[config.mk]
export PLATFORM = sky130hd
export DESIGN_NAME = gen_bist
export DESIGN_NICKNAME = d
export VERILOG_FILES = /design/src/rtl/bist_pkg.sv /design/src/rtl/bist_lfsr.sv /design/src/rtl/bist_decoder.sv /design/src/rtl/bist_misr.sv /design/src/rtl/bist_phase_ctrl.sv /design/src/rtl/gen_bist.sv
export SDC_FILE = /design/constraint.sdc
export NUM_CORES = 1
export LEC_CHECK = 0
export BUFFER_PORTS_ARGS = -buffer_cell sky130_fd_sc_hd__buf_2
export CAP_MARGIN = 25
export CORE_MARGIN = 4
export CORE_UTILIZATION = 40
export CTS_BUF_LIST = sky130_fd_sc_hd__clkbuf_8
export CTS_CLUSTER_DIAMETER = 40
export DETAILED_ROUTE_END_ITERATION = 16
export GPL_TIMING_DRIVEN = 0
export PLACE_DENSITY = 0.69
export SLEW_MARGIN = 10
export SYNTH_ARGS = -nofsm -noshare
export SYNTH_HDL_FRONTEND = slang
export SYNTH_SLANG_ARGS = --single-unit
[constraint.sdc]
create_clock -name clk_i -period 1.7 [get_ports clk_i]
set_input_delay 0.17 -clock clk_i [delete_from_list [all_inputs] [get_ports clk_i]]
set_output_delay 0.17 -clock clk_i [all_outputs]
set_load 0.1 [all_outputs]
[src/rtl/bist_pkg.sv]
package bist_pkg;
  typedef enum logic [1:0] {
    PH_IDLE = 2'd0,
    PH_PRND = 2'd1,
    PH_DETM = 2'd2
  } phase_e;
endpackage

[src/rtl/bist_lfsr.sv]
module bist_lfsr #(
  parameter int unsigned     W    = 5,
  parameter logic [W-1:0]    SEED = 5'b00001,
  parameter logic [W-1:0]    TAPS = 5'b10100
) (
  input  logic         clk_i,
  input  logic         rst_ni,
  input  logic         load_i,
  input  logic         step_i,
  output logic [W-1:0] word_o
);
  logic [W-1:0] q;

  always_ff @(posedge clk_i or negedge rst_ni) begin
    if (!rst_ni)     q <= SEED;
    else if (load_i) q <= SEED;
    else if (step_i) q <= {q[W-2:0], ^(q & TAPS)};
  end

  assign word_o = q;
endmodule

[src/rtl/bist_decoder.sv]
module bist_decoder #(
  parameter int unsigned W = 5
) (
  input  logic [W-1:0] x_i,
  output logic [W-1:0] y_o
);
  if (W == 5) begin : g_map5
    // matched columns are plain wires or inverters
    assign y_o[1] = ~x_i[3];
    assign y_o[3] = ~x_i[0];
    assign y_o[4] =  x_i[4];
    // unmatched columns need logic
    assign y_o[0] = ~x_i[4] | x_i[1];
    assign y_o[2] = (x_i[2] & ~x_i[3]) | (~x_i[2] & ~x_i[4]);
  end else begin : g_ident
    assign y_o = x_i;
  end
endmodule

[src/rtl/bist_misr.sv]
module bist_misr #(
  parameter int unsigned  W    = 5,
  parameter logic [W-1:0] POLY = 5'b00101
) (
  input  logic         clk_i,
  input  logic         rst_ni,
  input  logic         clear_i,
  input  logic         sample_i,
  input  logic [W-1:0] data_i,
  output logic [W-1:0] sig_o
);
  logic [W-1:0] q;

  always_ff @(posedge clk_i or negedge rst_ni) begin
    if (!rst_ni)       q <= '0;
    else if (clear_i)  q <= '0;
    else if (sample_i) q <= ({q[W-2:0], 1'b0} ^ (q[W-1] ? POLY : '0)) ^ data_i;
  end

  assign sig_o = q;
endmodule

[src/rtl/bist_phase_ctrl.sv]
module bist_phase_ctrl
  import bist_pkg::*;
#(
  parameter int unsigned PR_LEN  = 20,
  parameter int unsigned DET_LEN = 8
) (
  input  logic clk_i,
  input  logic rst_ni,
  input  logic start_i,
  output logic running_o,
  output logic mode_o,
  output logic advance_o,
  output logic done_o
);
  localparam int unsigned MAXLEN = (PR_LEN > DET_LEN) ? PR_LEN : DET_LEN;
  localparam int unsigned CW     = $clog2(MAXLEN + 1);

  phase_e        phase_q;
  logic [CW-1:0] cnt_q;
  logic          done_q;

  always_ff @(posedge clk_i or negedge rst_ni) begin
    if (!rst_ni) begin
      phase_q <= PH_IDLE;
      cnt_q   <= '0;
      done_q  <= 1'b0;
    end else begin
      done_q <= 1'b0;
      if (start_i) begin
        phase_q <= PH_PRND;
        cnt_q   <= '0;
      end else begin
        unique case (phase_q)
          PH_PRND: begin
            if (cnt_q == CW'(PR_LEN - 1)) begin
              phase_q <= PH_DETM;
              cnt_q   <= '0;
            end else cnt_q <= cnt_q + 1'b1;
          end
          PH_DETM: begin
            if (cnt_q == CW'(DET_LEN - 1)) begin
              phase_q <= PH_IDLE;
              cnt_q   <= '0;
              done_q  <= 1'b1;
            end else cnt_q <= cnt_q + 1'b1;
          end
          default: cnt_q <= '0;
        endcase
      end
    end
  end

  assign running_o = (phase_q != PH_IDLE);
  assign mode_o    = (phase_q == PH_DETM);
  assign advance_o = running_o && !start_i;
  assign done_o    = done_q;
endmodule

[src/rtl/gen_bist.sv]
module gen_bist #(
  parameter int unsigned       PAT_W     = 5,
  parameter int unsigned       RESP_W    = 5,
  parameter int unsigned       PR_LEN    = 20,
  parameter int unsigned       DET_LEN   = 8,
  parameter logic [PAT_W-1:0]  SEED      = 5'b00001,
  parameter logic [PAT_W-1:0]  TAPS      = 5'b10100,
  parameter logic [RESP_W-1:0] MISR_POLY = 5'b00101,
  parameter logic [RESP_W-1:0] GOLDEN    = '0
) (
  input  logic              clk_i,
  input  logic              rst_ni,
  input  logic              start_i,
  input  logic [RESP_W-1:0] resp_i,
  output logic [PAT_W-1:0]  pattern_o,
  output logic              mode_o,
  output logic              running_o,
  output logic              done_o,
  output logic              pass_o
);
  logic              advance;
  logic [PAT_W-1:0]  lfsr_q;
  logic [PAT_W-1:0]  dec_w;
  logic [RESP_W-1:0] sig_w;

  bist_phase_ctrl #(.PR_LEN(PR_LEN), .DET_LEN(DET_LEN)) u_ctrl (
    .clk_i, .rst_ni, .start_i,
    .running_o, .mode_o, .advance_o(advance), .done_o
  );

  bist_lfsr #(.W(PAT_W), .SEED(SEED), .TAPS(TAPS)) u_lfsr (
    .clk_i, .rst_ni, .load_i(start_i), .step_i(advance), .word_o(lfsr_q)
  );

  bist_decoder #(.W(PAT_W)) u_dec (.x_i(lfsr_q), .y_o(dec_w));

  bist_misr #(.W(RESP_W), .POLY(MISR_POLY)) u_misr (
    .clk_i, .rst_ni, .clear_i(start_i), .sample_i(advance),
    .data_i(resp_i), .sig_o(sig_w)
  );

  assign pattern_o = mode_o ? dec_w : lfsr_q;
  assign pass_o    = done_o && (sig_w == GOLDEN);
endmodule

==> impl_metrics.yaml <==
timing:
  min_period_ps: 1720
  finalSetupViolCount: 1
  fmax_mhz: 582
  max-slew-margin-rel_pct: 67.5
  rsz0062_at_grt: "true"
  worst_slack_ps: -18.6
  drv_slew: 0
  hold_slack_ps: 184
  clock_skew_ps: 1.53
  hold_viol_final: 0
  min_period_over_period_pct: 101
  worstMarginPinSlew_ps: 490
placement:
  post-place-ws_ps: -32.5
  placed_area_um2: 1250
  dp_hpwl_um: 1570
  gp_congestion: 0.718
  io_buffers: 16
  dp.cells: 147
synth:
  ys_top_cells_by_count: "17 x dfrtp_1, 12 x nand2_1, 8 x a21oi_1, 8 x inv_1, 8 x nor2_1"
  synth_top_family_by_area: "simple AND/OR/NAND/NOR gates"
  yosysWarnings: 0
  synth_compound_area_share_pct: 13.4
  synth_area_um2: 1020
  synthCells: 101
  synth_top_area_cell: "dfrtp_1"
  avgSynthCellArea_um2: 10.1
  yosysMostFrequentCell: "dfrtp_1"
  ys_seq_elements: 18
  synth_top_area_share_pct: 41.7
  synthAdderAreaFrac_pct: 4.91
  ys_seq_area_share_pct: 44.3
  ys_types: 32
  synth_mux_area_share_pct: 5.89
  synth_edf_count: 0
  synth_area_leaders: "dfrtp_1 42%, mux2i_1 5.9%, xor2_1 5.2%, ha_1 4.9%, nand2_1 4.4%"
  synth-async-reset-ratio_pct: 100
  synth-main-ff-cell: "dfrtp_1"
  synth_fp_nets: 113
  yosys.area_share.xor_xnor_pct: 7.48
  yosys.area_share.simple_pct: 16.7
critical_path:
  critical-path-top-delay-family: "simple AND/OR/NAND/NOR gates"
  slowest_delay_ps: 550
  worst-path-buf-inv: 1
  crit_chain: "or4b_4 -> nor3_4 -> buf_12"
  slowest_stage: "or4b_4"
  cp-start-kind: "flop"
  end_kind: "output port"
  worstPathMaxFanout: 2
  worstSetupPathType: "flop to output port"
  crit_arrival_ps: 1550
  cp.required_ps: 1530
layout:
  drive_gt1_share_pct: 36.7
  nets: 141
  register_area_um2: 455
  diodes: 0
  area_delta_synth_final_pct: 40.5
  postLayoutCellArea_um2: 1430
  nFillCells: 204
  stdcell_count: 158
  multiInputGateArea_um2: 596
die:
  die_w_um: 58.5
  rows: 18
  initial_core_util_pct: 41.5
  die_h_um: 58.5
  coreArea_um2: 2450
  io_pins: 17
  die-area_um2: 3420
pwr:
  netSwitchingFraction_pct: 27.4
  switching_power_uw: 282
  power.density_nw_per_um2: 718
  pwr-share-clk_pct: 33.4
  vdd_ir_drop_max_v: 0.000519
  p_int_uw: 747
  total_power_uw: 1030
  power_frac_comb_pct: 19.3
  total_leakage_power_uw: 0.000628
  seqPwrFrac_pct: 47.4
run:
  drv_cap: 0
cts:
  clkTransAtPathRegs_ps: 70
  cts_tree: "built"
  worstSkewPairLatency_ps: 250
  cts_buffer_depth: 2
  clock_sinks: 18
  clock-root-buffer: "clkbuf_8"
  cts_made_buffers: 3
  htreeDepth: 1
route:
  viasPerCell: 5.21
  via_count: 823
  drtPass1Iterations: 4
  ant_nets: 0
  drt-total-wl_um: 2150
  wl_per_cell_um: 13.6
  drt_iter0_drc: 9
  route.detailed.drc: 0
global_routing:
  first_global_vias: 845
  track_usage_pct: 14.3
  gr-total-overflow: 0
  grt_first_pass_wirelength_um: 3720
  grt_start_max_net_pins: 19
  antenna_found_initial: 0
hold_path:
  hold_class: "input pin to flop"
status:
  status: "finished, violations left"
  violations: "negative setup slack"
## layout by cell type, fill, tap and decap left out, types with 2 or more instances in the layout
master / n
a21oi_1: 6
xor2_1: 6
nand3_1: 3
mux2i_1: 5
a31oi_4: 2
buf_2: 10
nor2_1: 6
clkbuf_8: 4
nor2_4: 2
ha_1: 3
buf_4: 8
nand2_1: 12
buf_12: 4
or3b_1: 2
nor3_1: 3
dfrtp_1: 16
inv_1: 7
buf_6: 3
a21oi_4: 2
## routing by layer
metal  share of wire [%]  track usage [%]  vias up
met3                 4.3             3.07        6
li1                    -                -      401
met1                  44             15.5      399
met5                   0                0        -
met2                  51             26.6       17
met4                 1.5             5.63        0
## sequential cells by signal (all words and copies together) (netlist names)
| name | cells |
|---|---|
| u_ctrl.cnt_q | 5 |
| u_lfsr.word_o | 5 |
| u_misr.sig_o | 5 |
| u_ctrl.phase_q | 2 |
| u_ctrl.done_o | 1 |
## power by group through the flow
stage / Clock (µW) / Combinational, µW / Sequential [µW]
6_report: 343 / 198 / 487
3_3_place_gp: 0 / 166 / 497
3_5_place_dp: 0 / 169 / 498
4_1_cts: 355 / 196 / 487
2_1_floorplan: 0 / 134 / 491
5_1_grt: 379 / 217 / 491
## worst paths after layout
path	from	to	slack, ps	cells after the start
max	u_misr.sig_o[0]$_DFFE_PN0P_	pass_o	-20	3
min	start_i	u_lfsr.word_o[0]$_DFFE_PN1P_	180	3
max reg2reg	u_ctrl.phase_q[0]$_DFFE_PN0P_	u_ctrl.cnt_q[3]$_DFF_PN0_	80	7
min reg2reg	u_ctrl.cnt_q[0]$_DFF_PN0_	u_ctrl.cnt_q[0]$_DFF_PN0_	480	1
max in group asynchronous	rst_ni	u_lfsr.word_o[0]$_DFFE_PN1P_	1000	2
min in group asynchronous	rst_ni	u_misr.sig_o[4]$_DFFE_PN0P_	380	2
## area by class of cell
class	instances	area share, %
multi-input combinational	69	41.6
sequential	18	31.8
timing repair buffer	23	14.1
clock buffer	4	3.84
buffer	5	3.49
tap	30	2.62
inverter	9	2.53
## worst min-delay path, stage by stage
cell     delay [ps]
buf_2           100
inv_1            70
nand2_1          60
## cells by family (layout without fill, tap and decap cells)
| group | after synthesis | after routing |
|---|---|---|
| AOI/OAI and AO/OA | 19 | 19 |
| adders and majority gates | 4 | 4 |
| DFF | 18 | 18 |
| xor gates and xnor gates | 7 | 7 |
| and+or+nand+nor | 33 | 33 |
| buffers and inverters | 14 | 41 |
| muxes | 6 | 6 |
## through the flow
step | util [%] | TNS [ps]
detailed placement | 51.1 | -32.5
floorplan | - | -912
CTS | 57.7 | -22.4
finish | 58.4 | -18.6
global placement | 51.1 | -14.0
global route | 58.4 | -104
## what timing repair did
action,in CTS,in global routing
endpoints found under the setup margin,6,7
pin swaps,1,0
gates resized for setup,17,3
hold buffers,1,0
endpoints found under the hold margin,17,0
buffers inserted,5,1
Power figures use the tool's default switching activity.
